### config.mk
export PLATFORM = sky130hd
export DESIGN_NAME = dual_timer
export DESIGN_NICKNAME = d
export VERILOG_FILES = /design/src/rtl/tmr_pkg.sv /design/src/rtl/tmr_sync.sv /design/src/rtl/tmr_fall.sv /design/src/rtl/tmr_chan.sv /design/src/rtl/dual_timer.sv
export SDC_FILE = /design/constraint.sdc
export NUM_CORES = 1
export LEC_CHECK = 0
export BUFFER_PORTS_ARGS = -buffer_cell sky130_fd_sc_hd__buf_2
export CAP_MARGIN = 20
export CORE_MARGIN = 4
export CORE_UTILIZATION = 36
export DETAILED_ROUTE_END_ITERATION = 12
export PLACE_DENSITY_LB_ADDON = 0.08
export SKIP_CTS_REPAIR_TIMING = 1
export SLEW_MARGIN = 25
export SYNTH_ARGS = -nofsm -noshare
export SYNTH_HDL_FRONTEND = slang
export SYNTH_SLANG_ARGS = --single-unit
export TNS_END_PERCENT = 100
### constraint.sdc
create_clock -name clk -period 6.25 [get_ports clk]
set_input_delay 0.625 -clock clk [delete_from_list [all_inputs] [get_ports clk]]
set_output_delay 0.625 -clock clk [all_outputs]
set_load 0.01 [all_outputs]
### src/rtl/tmr_pkg.sv
package tmr_pkg;
  localparam int BYTE_W = 8;
  localparam int ADDR_W = 3;

  typedef enum logic [1:0] {
    MD_13    = 2'b00,
    MD_16    = 2'b01,
    MD_RLD   = 2'b10,
    MD_SPLIT = 2'b11
  } tmr_mode_e;

  localparam logic [ADDR_W-1:0] A_MODE = 3'd0;
  localparam logic [ADDR_W-1:0] A_CTRL = 3'd1;
  localparam logic [ADDR_W-1:0] A_LO0  = 3'd2;
endpackage

### src/rtl/tmr_sync.sv
module tmr_sync #(
  parameter int W      = 2,
  parameter int STAGES = 2
) (
  input  logic         clk,
  input  logic         rst,
  input  logic [W-1:0] din,
  output logic [W-1:0] dout
);
  logic [W-1:0] stg [STAGES];

  always_ff @(posedge clk) begin
    if (rst) begin
      for (int i = 0; i < STAGES; i++) stg[i] <= '0;
    end else begin
      stg[0] <= din;
      for (int i = 1; i < STAGES; i++) stg[i] <= stg[i-1];
    end
  end

  assign dout = stg[STAGES-1];
endmodule

### src/rtl/tmr_fall.sv
module tmr_fall #(
  parameter int W = 2
) (
  input  logic         clk,
  input  logic         rst,
  input  logic         tick,
  input  logic [W-1:0] din,
  output logic [W-1:0] fall
);
  logic [W-1:0] prev_q;

  always_ff @(posedge clk) begin
    if (rst)       prev_q <= '0;
    else if (tick) prev_q <= din;
  end

  assign fall = {W{tick}} & prev_q & ~din;
endmodule

### src/rtl/tmr_chan.sv
module tmr_chan
  import tmr_pkg::*;
(
  input  logic              clk,
  input  logic              rst,
  input  tmr_mode_e         mode,
  input  logic              inc_lo,
  input  logic              inc_hi,
  input  logic              wr_lo,
  input  logic              wr_hi,
  input  logic [BYTE_W-1:0] wdata,
  output logic [BYTE_W-1:0] tl,
  output logic [BYTE_W-1:0] th,
  output logic              wrap_lo,
  output logic              wrap_hi
);
  logic [BYTE_W-1:0] tl_n, th_n;
  logic [4:0]        lo5_inc;

  assign lo5_inc = tl[4:0] + 5'd1;

  always_comb begin
    tl_n    = tl;
    th_n    = th;
    wrap_lo = 1'b0;
    wrap_hi = 1'b0;
    case (mode)
      MD_13: if (inc_lo) begin
        tl_n = {3'b000, lo5_inc};
        if (tl[4:0] == 5'h1f) begin
          th_n    = th + 8'd1;
          wrap_lo = (th == 8'hff);
        end
      end
      MD_16: if (inc_lo) begin
        tl_n = tl + 8'd1;
        if (tl == 8'hff) begin
          th_n    = th + 8'd1;
          wrap_lo = (th == 8'hff);
        end
      end
      MD_RLD: if (inc_lo) begin
        if (tl == 8'hff) begin
          tl_n    = th;
          wrap_lo = 1'b1;
        end else begin
          tl_n = tl + 8'd1;
        end
      end
      default: begin
        if (inc_lo) begin
          tl_n    = tl + 8'd1;
          wrap_lo = (tl == 8'hff);
        end
        if (inc_hi) begin
          th_n    = th + 8'd1;
          wrap_hi = (th == 8'hff);
        end
      end
    endcase
    if (wr_lo) tl_n = (mode == MD_13) ? {3'b000, wdata[4:0]} : wdata;
    if (wr_hi) th_n = wdata;
  end

  always_ff @(posedge clk) begin
    if (rst) begin
      tl <= '0;
      th <= '0;
    end else begin
      tl <= tl_n;
      th <= th_n;
    end
  end

  // 13-bit layout never leaves low-byte top bits set after an advance
  a_r3_lo_top_clear: assert property (@(posedge clk) disable iff (rst)
    (mode == MD_13 && inc_lo) |=> (tl[7:5] == 3'b000));

  // reload layout copies the high byte at the low-byte wrap
  a_r5_reload: assert property (@(posedge clk) disable iff (rst)
    (mode == MD_RLD && inc_lo && tl == 8'hff && !wr_lo) |=> (tl == $past(th)));
endmodule

### src/rtl/dual_timer.sv
module dual_timer
  import tmr_pkg::*;
#(
  parameter int MC_DIV      = 1,
  parameter int SYNC_STAGES = 2
) (
  input  logic              clk,
  input  logic              rst,
  input  logic [ADDR_W-1:0] reg_addr,
  input  logic              reg_wr,
  input  logic [BYTE_W-1:0] reg_wdata,
  output logic [BYTE_W-1:0] rd_data,
  input  logic [1:0]        cnt_pin,
  input  logic [1:0]        gate_pin,
  input  logic [1:0]        irq_ack,
  output logic [1:0]        ovf
);
  localparam int NCH = 2;

  logic [BYTE_W-1:0] tmod_q, tcon_q;
  logic [BYTE_W-1:0] tl_q [NCH];
  logic [BYTE_W-1:0] th_q [NCH];
  logic [NCH-1:0]    tr, wr_lo, wr_hi, wrap_lo, wrap_hi;
  logic [NCH-1:0]    cnt_s, gate_s, fall;
  logic              tick, ctrl_wr, mode_wr, split0, set_tf0, set_tf1;

  // machine-cycle strobe
  if (MC_DIV > 1) begin : g_div
    localparam int DW = $clog2(MC_DIV);
    logic [DW-1:0] div_q;
    always_ff @(posedge clk) begin
      if (rst) div_q <= '0;
      else     div_q <= (div_q == DW'(MC_DIV - 1)) ? '0 : div_q + 1'b1;
    end
    assign tick = (div_q == DW'(MC_DIV - 1));
  end else begin : g_nodiv
    assign tick = 1'b1;
  end

  tmr_sync #(.W(NCH), .STAGES(SYNC_STAGES)) u_sync_cnt (
    .clk(clk), .rst(rst), .din(cnt_pin), .dout(cnt_s));
  tmr_sync #(.W(NCH), .STAGES(SYNC_STAGES)) u_sync_gate (
    .clk(clk), .rst(rst), .din(gate_pin), .dout(gate_s));
  tmr_fall #(.W(NCH)) u_fall (
    .clk(clk), .rst(rst), .tick(tick), .din(cnt_s), .fall(fall));

  assign ctrl_wr = reg_wr && (reg_addr == A_CTRL);
  assign mode_wr = reg_wr && (reg_addr == A_MODE);
  assign split0  = (tmod_q[1:0] == 2'b11);

  for (genvar c = 0; c < NCH; c++) begin : g_ch
    localparam logic [ADDR_W-1:0] LO_A = ADDR_W'(A_LO0 + 2*c);
    localparam logic [ADDR_W-1:0] HI_A = ADDR_W'(A_LO0 + 2*c + 1);
    logic [3:0] nib;
    tmr_mode_e  md;
    logic       run, adv, inc_lo, inc_hi;

    assign nib      = tmod_q[4*c +: 4];
    assign md       = tmr_mode_e'(nib[1:0]);
    assign tr[c]    = tcon_q[4 + 2*c];
    assign run      = tr[c] & (~nib[3] | gate_s[c]);
    assign adv      = run & (nib[2] ? fall[c] : tick);
    assign wr_lo[c] = reg_wr && (reg_addr == LO_A);
    assign wr_hi[c] = reg_wr && (reg_addr == HI_A);

    if (c == 0) begin : g_lead
      assign inc_lo = adv;
      assign inc_hi = tick & tr[1] & (md == MD_SPLIT);
    end else begin : g_trail
      assign inc_lo = adv & (md != MD_SPLIT);
      assign inc_hi = 1'b0;
    end

    tmr_chan u_chan (
      .clk(clk), .rst(rst), .mode(md), .inc_lo(inc_lo), .inc_hi(inc_hi),
      .wr_lo(wr_lo[c]), .wr_hi(wr_hi[c]), .wdata(reg_wdata),
      .tl(tl_q[c]), .th(th_q[c]), .wrap_lo(wrap_lo[c]), .wrap_hi(wrap_hi[c]));
  end

  assign set_tf0 = wrap_lo[0];
  assign set_tf1 = split0 ? wrap_hi[0] : (wrap_lo[1] | wrap_hi[1]);

  always_ff @(posedge clk) begin
    if (rst) begin
      tmod_q <= '0;
      tcon_q <= '0;
    end else begin
      if (mode_wr) tmod_q <= reg_wdata;
      if (ctrl_wr) begin
        tcon_q <= reg_wdata;
      end else begin
        if (set_tf0)         tcon_q[5] <= 1'b1;
        else if (irq_ack[0]) tcon_q[5] <= 1'b0;
        if (set_tf1)         tcon_q[7] <= 1'b1;
        else if (irq_ack[1]) tcon_q[7] <= 1'b0;
      end
    end
  end

  assign ovf = {tcon_q[7], tcon_q[5]};

  always_ff @(posedge clk) begin
    if (rst) rd_data <= '0;
    else begin
      case (reg_addr)
        3'd0:    rd_data <= tmod_q;
        3'd1:    rd_data <= tcon_q;
        3'd2:    rd_data <= tl_q[0];
        3'd3:    rd_data <= th_q[0];
        3'd4:    rd_data <= tl_q[1];
        3'd5:    rd_data <= th_q[1];
        default: rd_data <= '0;
      endcase
    end
  end

  // a wrap raises the flag at the next edge unless software writes control
  a_r10_wrap_sets: assert property (@(posedge clk) disable iff (rst)
    (set_tf0 && !ctrl_wr) |=> ovf[0]);

  // acknowledge clears the flag when no wrap coincides
  a_r10_ack_clears: assert property (@(posedge clk) disable iff (rst)
    (irq_ack[0] && !set_tf0 && !ctrl_wr) |=> !ovf[0]);

  // channel 1 frozen in layout 11
  a_r9_ch1_frozen: assert property (@(posedge clk) disable iff (rst)
    (tmod_q[5:4] == 2'b11 && !mode_wr && !wr_lo[1] && !wr_hi[1])
    |=> (tl_q[1] == $past(tl_q[1]) && th_q[1] == $past(th_q[1])));

  // stopped channel 0 low byte holds
  a_r7_stopped_holds: assert property (@(posedge clk) disable iff (rst)
    (!tr[0] && !wr_lo[0]) |=> (tl_q[0] == $past(tl_q[0])));
endmodule

Yosys cells after proc, flatten, opt, wreduce, memory -nomap -nowiden
Memories as Yosys holds them, arrays and structs flattened.
Index checks and enable logic that the tools add are counted.
- add/subtract/negate cells: 6
- equality and inequality tests: 26
- muxes and demuxes: 62
- bitwise gates (word level): 16
- reductions and logical operators: 18
- operator list (kind ; number):
    8-bit 2-to-1 mux ; 23
    8-bit case mux with 2 select lines ; 3
    8-bit case mux with 6 select lines ; 1
    8-bit by 1-bit adder with 8-bit output, second input constant ; 4
    8-bit equality test, second input constant ; 4
    1-bit 2-to-1 mux ; 28
    8-bit case mux with 3 select lines ; 1
    3-bit by 1-bit != test with 1-bit output, second input constant ; 4
    3-bit by 2-bit != test with 1-bit output, second input constant ; 4
    5-bit by 1-bit adder with 5-bit output, second input constant ; 2
    5-bit equality test, second input constant ; 2
    3-bit nonzero test ; 3
    2-bit 2-to-1 mux ; 4
    1-bit bitwise AND ; 6
    2-bit equality test, second input constant ; 3
    3-bit by 2-bit equality test with 1-bit output, second input constant ; 2
    3-bit equality test, second input constant ; 2
    1-bit logical AND ; 6
    1-bit bitwise OR ; 6
    1-bit case mux with 3 select lines ; 2
    6-bit AND reduction ; 1
    5-bit AND reduction ; 1
    2-bit by 1-bit equality test with 1-bit output, second input constant ; 2
    2-bit zero test ; 2
    10 further kinds ; 12
- register bits: 58
- bits in writable memories: 8
- bits of input ports: 20
- output and inout bits: 10
- logic and storage cells: 140
- memories kept: 2
- memory list (memory ; words ; width ; rd ports ; clocked after memory_dff ; wr ports ; line ; text):
    u_sync_cnt.stg ; 2 ; 2 ; 2 ; 0 ; 2 ; tmr_sync.sv:10 ; logic [W-1:0] stg [STAGES];
    u_sync_gate.stg ; 2 ; 2 ; 2 ; 0 ; 2 ; tmr_sync.sv:10 ;

Depth between registers and ports, before layout
Gate-level depths: netlist of run 1.
An unclocked memory read counts as a cell.
- word-level depth: 11
- mapped depth: 9
- gate-level depth less buffers: 8

By module
From an unflattened synthesis of run 1, not the netlist that was laid out.
- cell total of the unflattened synthesis: 486
- area total of the unflattened synthesis: 4131.5 sq um
- modules (own cells, without submodules) (module ; times used ; cells each ; area each (sq um) ; seq. area each (sq um)):
    tmr_chan ; 2 ; 155 ; 1213.7 ; 320.3
    dual_timer ; 1 ; 147 ; 1378.8 ; 480.5
    tmr_sync ; 2 ; 10 ; 120.1 ; 80.1
    tmr_fall ; 1 ; 9 ; 85.1 ; 40.0

Worst setup path before layout of run 1
OpenSTA, ideal clock, no wires.
- path type: in2reg
- from: input port reg_addr[0]
- to: register rd_data[7]
- library setup time: 0.128 ns
- arrival time: 2.007 ns
- data required time: 6.122 ns
- setup slack: 4.116 ns
- cell stages on the path: 5
- buffers on the path: 2
- path through: clkbuf_1 -> clkbuf_1 -> mux2_2 -> a222oi_1 -> nor2_1
- cells in the longest elaborated chain, start to end: 2
- elaborated cells between the ends (all ways): 7
- ends and longest elaborated chain (item ; line ; text):
    from (decl) ; dual_timer.sv:9 ; input logic [ADDR_W-1:0] reg_addr,
    3-bit equality test (tied with other cells) ; dual_timer.sv:105 ; case (reg_addr)
    8-bit case mux with 6 select lines (*) ; dual_timer.sv:105 ;
    to (signal assigned) ; dual_timer.sv:106 ; 3'd0: rd_data <= tmod_q;
    to (signal assigned) ; dual_timer.sv:107 ; 3'd1: rd_data <= tcon_q;
    to (signal assigned) ; dual_timer.sv:108 ; 3'd2: rd_data <= tl_q[0];
    to (decl) ; dual_timer.sv:12 ; output logic [BYTE_W-1:0] rd_data,
Mark *: on every way between the ends. The rest lies on a longest branch, timed or not.
A chain may end at the register's enable or synchronous reset.

Worst setup path in the final report of run 1
- from: register g_ch[0].u_chan.tl[0]
- to: register g_ch[0].u_chan.th[3]
- cells in the longest elaborated chain, start to end: 3
- elaborated cells between the ends (all ways): 5
- ends and longest elaborated chain (item ; line ; text):
    from (decl) ; tmr_chan.sv:12 ; output logic [BYTE_W-1:0] tl,
    from (signal assigned) ; tmr_chan.sv:70 ; tl <= tl_n;
    8-bit equality test / 5-bit equality test (equally long branches) ; tmr_chan.sv:37, tmr_chan.sv:30 ;
    3-bit by 1-bit != test with 1-bit output (no source line) ; n/a ;
    6-bit AND reduction (no source line) (*) ; n/a ;
    to (signal assigned) ; tmr_chan.sv:71 ; th <= th_n;
    to (decl) ; tmr_chan.sv:13 ; output logic [BYTE_W-1:0] th,
Marks and branches as above.

==> results of run 1 <==
[per-layer routing]
| metal | vias to the layer above | share of wire [%] | GRT usage (%) |
|---|---|---|---|
| met1 | 1686 | 47 | 28.6 |
| met4 | 0 | 1.6 | 5.11 |
| met5 | - | 0 | 0 |
| met3 | 16 | 7.6 | 5.29 |
| met2 | 125 | 44 | 29.7 |
| li1 | 1762 | - | - |
[state kept, by name, summed over array words and instances (netlist names)]
name             flops
g_ch.u_chan.tl      16
tcon_q               8
u_sync_gate.stg      4
u_fall.prev_q        2
u_sync_cnt.stg       4
rd_data              8
g_ch.u_chan.th      16
tmod_q               8
[per-stage QoR]
stage	area, sq um	hold slack [ns]	power, mW	worst slack (ns)	cells
global placement	4030	0.415	0.541	3.86	609
global route	4250	0.462	0.948	3.74	625
CTS	4240	0.440	0.918	3.96	625
finish	4250	0.437	0.908	3.96	625
detailed placement	4030	0.420	0.541	3.83	609
floorplan	3830	0.414	0.507	4.12	472
[cell usage in the layout, fill, tap and decap left out, types with 4 or more instances in the layout]
cell	n
sky130_fd_sc_hd__buf_2	29
sky130_fd_sc_hd__inv_1	10
sky130_fd_sc_hd__clkbuf_8	10
sky130_fd_sc_hd__nand2_1	50
sky130_fd_sc_hd__a21oi_1	30
sky130_fd_sc_hd__a31oi_1	9
sky130_fd_sc_hd__a22oi_1	5
sky130_fd_sc_hd__and3_1	12
sky130_fd_sc_hd__xor2_1	10
sky130_fd_sc_hd__mux2_2	4
sky130_fd_sc_hd__nor3_1	7
sky130_fd_sc_hd__nor3b_1	5
sky130_fd_sc_hd__mux2i_1	16
sky130_fd_sc_hd__or3_1	6
sky130_fd_sc_hd__nor2b_1	18
sky130_fd_sc_hd__dfxtp_1	66
sky130_fd_sc_hd__nor2_1	49
sky130_fd_sc_hd__a211oi_1	14
sky130_fd_sc_hd__o21ai_0	20
sky130_fd_sc_hd__and4_1	4
sky130_fd_sc_hd__nand3_1	23
sky130_fd_sc_hd__and2_1	6
sky130_fd_sc_hd__a311oi_1	7
sky130_fd_sc_hd__ha_1	5
sky130_fd_sc_hd__nand4_1	10
[critical path: stages (launching register included)]
cell	delay (ns)
sky130_fd_sc_hd__dfxtp_1	0.44
sky130_fd_sc_hd__ha_1	0.30
sky130_fd_sc_hd__nand4_4	0.18
sky130_fd_sc_hd__a2111oi_4	0.50
sky130_fd_sc_hd__a21oi_4	0.16
sky130_fd_sc_hd__or3_1	0.37
sky130_fd_sc_hd__a311oi_1	0.26
[area by class of cell]
class,count,share of cell area [%]
tap,136,4.00
timing repair buffer,31,3.77
sequential,66,31.1
clock inverter,6,1.53
inverter,10,0.883
clock buffer,10,3.24
multi-input combinational,366,55.5
[path summary, 6_finish.rpt]
kind,from,endpoint,slack (ns)
worst max-delay path,g_ch[0].u_chan.tl[0],g_ch[0].u_chan.th[3],3.96
worst max register to register,g_ch[0].u_chan.tl[0],g_ch[0].u_chan.th[3],3.96
worst min register to register,u_sync_gate.stg[0][1],u_sync_gate.stg[0][3],0.44
worst min-delay path,u_sync_gate.stg[0][1],u_sync_gate.stg[0][3],0.44
[power by group]
part           leakage [nW]  switching, mW  internal (mW)  total (mW)
Sequential            0.537         0.0186          0.433       0.452
Combinational         0.886         0.0504         0.0297      0.0800
Clock                 0.103          0.181          0.196       0.376
Total                  1.53          0.250          0.659       0.908
[logic make-up (layout without fill, tap and decap cells)]
group                    count (synthesis)  after routing  synth area share [%]
AO/OA/AOI/OAI                          119            119                  21.9
XOR/XNOR                                13             13                  2.98
multiplexers                            23             23                  7.13
adder cells (fa/ha/maj)                  5              5                  1.64
buffers and inverters                   40             57                  4.19
flip-flops                              66             66                  34.5
AND/OR/NAND/NOR                        206            206                  27.6
==> summary.md, run 1 <==
The run finished with clean final reports. The routed design could run at a clock period as short as 2.29 ns. TritonCTS built the clock tree. Among all cell types in the netlist, the one instantiated most often is sky130_fd_sc_hd__dfxtp_1. The die is 111 um tall.

At the end of routability-driven placement, the weighted congestion stood at 0.915. Dividing the detail-routed wire length by the instance count gives 19.5 um. The clock transition at the registers of the reported paths came out at 0.08 ns. The buffer type at the clock tree root was sky130_fd_sc_hd__clkbuf_8.

Counting flops and latches in the post-synthesis netlist gives 66. STA classifies the critical path startpoint as a register. The combined area of the multi-input logic cells came out at 2360 sq um. Number of placement rows: 37. The setup path with the least slack is of type register to register. Summed over all cells, the static leakage comes to 1.53 nW. Across the whole layout, storage elements account for 1320 sq um. The initial antenna violation count is 0. The via count was 3589; the area of the core was 10300 sq um. Layout filler cell count: 1062. For the max-capacitance violation count, the log shows 0. The number of antenna-violating nets in the routed design came out at 0. After the last flow step, the layout net total stands at 509. The detailed router's first-iteration violation count was 240; the maximum level of the CTS H-tree was 3. Counting every net in the synthesized netlist gives 497. The worst pin sits at a relative slew slack of 45.2%. Counting instances in the post-synthesis netlist gives the leading cell types as 66 x sky130_fd_sc_hd__dfxtp_1, 50 x sky130_fd_sc_hd__nand2_1, 49 x sky130_fd_sc_hd__nor2_1, 30 x sky130_fd_sc_hd__a21oi_1, 26 x sky130_fd_sc_hd__clkbuf_1. The Yosys warning count is 0.

Synthesis produced a netlist whose cell count is 472. The run gives 20.0% as the overall global routing resource usage. During placement, the flow inserted port buffers numbering 29. The largest net degree at the start of global routing was 70; the cell depth of the worst hold path was 1.

Worst clock skew on the final layout: 0.0134 ns. The maximum fanout along the worst path was 9. The biggest area contributor in the post-synthesis netlist is sky130_fd_sc_hd__dfxtp_1. The data arrival time at the worst-slack endpoint was 2.55 ns; the post-synthesis sequential area ratio was 34.5%.

The count of endpoints failing hold in the final timing report is 0, and the die width is 111 um. Of all flip-flops after synthesis, the portion carrying an async set or reset was 0%. From synthesis to final layout, the design area changed by 11.1%. The most used flip-flop cell after synthesis is sky130_fd_sc_hd__dfxtp_1.

Power density over the cells: 214 nW/um^2. Total inserted antenna cells: 0. The logs give 437 MHz for the maximum clock frequency and 12.2 mm for the total length of routed wires. The final number of max-transition violations is 0.

The tools report the endpoint type of the worst setup path as a register. Across the VDD grid, the largest voltage drop is 0.000179 V. Setup violations remaining at the end of the flow were counted as 0.

At the pin with the least slew margin, the transition time is 0.821 ns. The fraction of synthesized cell area taken by the top area cell type was 34.5%; the first-pass GRT wire length was 19.4 mm. The required time at the worst-slack endpoint was 6.51 ns. The number of clock buffers added by TritonCTS is 9. Yosys mapped a number of flops with a built-in enable equal to 0.

The first detailed-routing pass ran for 5 iterations. The via count of the first global-routing pass was 3417. The final critical path takes up 36.6% of the cycle. The later pin in the worst-skew pair is clocked with a latency of 0.36 ns. The die footprint was 12300 sq um. The class of the most critical hold timing path was register to register. By area the synthesized netlist is led by sky130_fd_sc_hd__dfxtp_1 35%, sky130_fd_sc_hd__nand2_1 4.9%, sky130_fd_sc_hd__nor2_1 4.8%. The distinct cell type count of the synthesized netlist came out at 58. The total DRC errors in the routed layout was 0; the largest buffer count on any clock path was 2. The area of the mapped netlist was 3830 sq um; the number of I/O pins was 30. In the routed layout, each cell is associated on average with a via count of 5.74. Cells with a size suffix above 1 make up 13.3% of the layout. The logs give 8.51 mm for the placed wire-length estimate and 37.1% for the initial core utilization.

Setup total negative slack on the finished layout was measured at 0 ns. After global routing the overflow that remains totals 0. The clock net in this run drives a total of 66 sinks. Setup repair after global routing left no endpoint under its margin. The average cell area after synthesis was 8.11 sq um; the final core utilization was 41.2%. Measured in cells, the most critical reg-to-reg path has a length of 6.
Power figures use the tool's default switching activity.
==> run 2: changes to the inputs <==
==> constraint.sdc (replaced) <==
create_clock -name clk -period 2.3 [get_ports clk]
set_input_delay 0.23 -clock clk [delete_from_list [all_inputs] [get_ports clk]]
set_output_delay 0.23 -clock clk [all_outputs]
set_load 0.01 [all_outputs]
==> run 2 against run 1 <==
Compared with the run above: core utilization rose by 1.4 points; count of clock-buffer cells in the layout grew 1; total power rose to 3.0 times the previous value; sequential power increased to 2.7 times the previous value; design area grew 3.5%.
==> summary.md, run 2 (same netlist as run 1, synthesis figures left out) <==
The run finished with clean final reports. The total length of routed wires was 12.2 mm; the detailed router's first-iteration violation count was 210. Setup violations remaining at the end of the flow were counted as 0. The number of input and output port buffers inserted is 29. The worst max-slew margin expressed relative to the limit is 58.6%, and the placed wire-length estimate is 8.78 mm.

For this run, the top clock speed supported by timing is 487 MHz. Clock latency on the worst-skew pair, taken at its later pin, is 0.35 ns. Entering global routing, the biggest net connects 33 pins.

The net total in the final layout is 524. The routed layout has 3683 vias. The wire length on met2 was 5.30 mm; the power density over the cells was 615 nW/um^2. The first global-routing pass estimated 19.4 mm of wire. For the worst setup path, the data arrival time is 2.31 ns. In the routed layout, each cell is associated on average with a via count of 5.75. After detailed routing, the wire length on met1 is 5.95 mm.

CTS placed an instance of sky130_fd_sc_hd__clkbuf_8 at the clock tree root. The maximum fanout along the worst path was 9; the max-capacitance violation count was 0. Kind of start point of the critical path: a register. Counting instances, the worst hold path has a depth of 2.

Via count of the first global-routing pass: 3563. The run gives 773 um as the sum of met3 wire segment lengths after detailed routing. Setup repair after global routing left no endpoint under its margin. Counting the buffers created by CTS gives 9.

The initial utilization of the core area, before any placement, comes to 37.1%. The tools report the endpoint type of the worst setup path as a register. The top layer used by detailed routing is met4. In the routed design, unresolved DRC markers number 0.

The placer's final routability congestion estimate was 0.853; the die width was 111 um. The logs give 2.55 ns for the required time at the worst-slack endpoint and 0.247 ns for the setup slack of the critical path after layout. TritonCTS built the clock tree. The die is 111 um tall. The critical path in this run is classified as register to register. Final hold analysis gives a worst-case slack of 0.0938 ns. For this run, the total global-route usage over all layers was measured as 19.9%.

In the finished design, the share of the clock period the worst path needs comes to 89.3%. For the maximum vdd drop, the log shows 0.000277 V. The share of cells above drive strength 1 was 15.9%. The run gives 0 ns as the total negative setup slack. During I/O placement, the number of pins put on the boundary was 30.

The number of instances in the placed design was 624; the largest buffer count on any clock path was 2. The area growth from synthesis to layout came out at 14.9%. Cell leakage power: 1.62 nW. The die covers 12300 sq um. The largest registers in the layout are g_ch.u_chan.th (16), g_ch.u_chan.tl (16). The top cell types in the final layout, fill and taps aside, are 66 x sky130_fd_sc_hd__dfxtp_1, 50 x sky130_fd_sc_hd__nand2_1, 49 x sky130_fd_sc_hd__nor2_1, 30 x sky130_fd_sc_hd__a21oi_1, 29 x sky130_fd_sc_hd__buf_2.

Counting I/O delays and the setup requirement, the final critical path takes 2.05 ns. The area of the core came out at 10300 sq um. The logs give 0 for the initial antenna violation count and 37 for the number of placement rows. The library cell used most frequently in the layout, excluding fill and tap cells, is sky130_fd_sc_hd__dfxtp_1. After clock tree synthesis, the clock-pin slew on the worst setup and hold paths is 0.08 ns.

At the pin with the least slew margin, the transition time is 0.621 ns. The number of iterations in the first detailed-routing pass is 5, and the length in cells of the worst reg-to-reg path is 8. For the number of antenna-violating nets in the routed design, the log shows 0. In the final routed layout, each cell accounts on average for 19.1 um. At the placement stage, the worst setup path has a slack of 0.194 ns. The worst hold path belongs to the class primary input to register.

The tree built by TritonCTS fans out to 66 sinks. The tools report the total grt overflow as 0. The H-tree was split into 3 levels. The run gives 0 as the count of endpoints failing hold in the final timing report.

On the final layout, the worst clock skew is 0.0137 ns. The number of standard cells in the final layout excluding fillers is 640, and the total inserted antenna cells is 0. Final number of max-transition violations: 0. The design draws 2.70 mW.
[run 2: worst paths after layout]
| path | startpoint | end | slack, ns |
|---|---|---|---|
| setup reg to reg | g_ch[1].u_chan.tl[0] | g_ch[1].u_chan.th[4] | 0.25 |
| setup / recovery | g_ch[1].u_chan.tl[0] | g_ch[1].u_chan.th[4] | 0.25 |
| hold reg to reg | u_sync_cnt.stg[0][0] | u_sync_cnt.stg[0][2] | 0.44 |
| hold / removal | gate_pin[1] | u_sync_gate.stg[0][1] | 0.09 |
[run 2: critical path: stages, from the launching register on]
cell	delay [ns]
sky130_fd_sc_hd__dfxtp_1	0.44
sky130_fd_sc_hd__ha_1	0.28
sky130_fd_sc_hd__and3_1	0.19
sky130_fd_sc_hd__ha_1	0.15
sky130_fd_sc_hd__nor2b_1	0.13
sky130_fd_sc_hd__a31o_2	0.23
sky130_fd_sc_hd__nand4_1	0.13
sky130_fd_sc_hd__xor2_1	0.16
sky130_fd_sc_hd__a211oi_1	0.24
[run 2: area by class of cell]
class                   instances  area (sq um)
clock inverters                 5           100
well taps                     136           170
inverters                      10          37.5
multi-input cells             366          2340
clock buffers                  11           151
repair buffers                 46           273
fillers                      1065          5930
flip-flops and latches         66          1320
[run 2: where the power goes]
group	internal [mW]	switching (mW)
clock	0.776	0.472
sequential	1.18	0.0486
combinational	0.0870	0.142
[run 2: through the flow]
step           area [sq um]  util (%)
2_1_floorplan          3830         -
3_5_place_dp           4150      40.2
3_3_place_gp           4150      40.2
4_1_cts                4400      42.6
6_report               4400      42.6
5_1_grt                4400      42.6
[run 2: routing by layer]
layer  vias up  GRT usage (%)
li1       1792              -
met5         -              0
met1      1750           28.8
met4         0           5.76
met3        21           3.55
met2       120           30.2
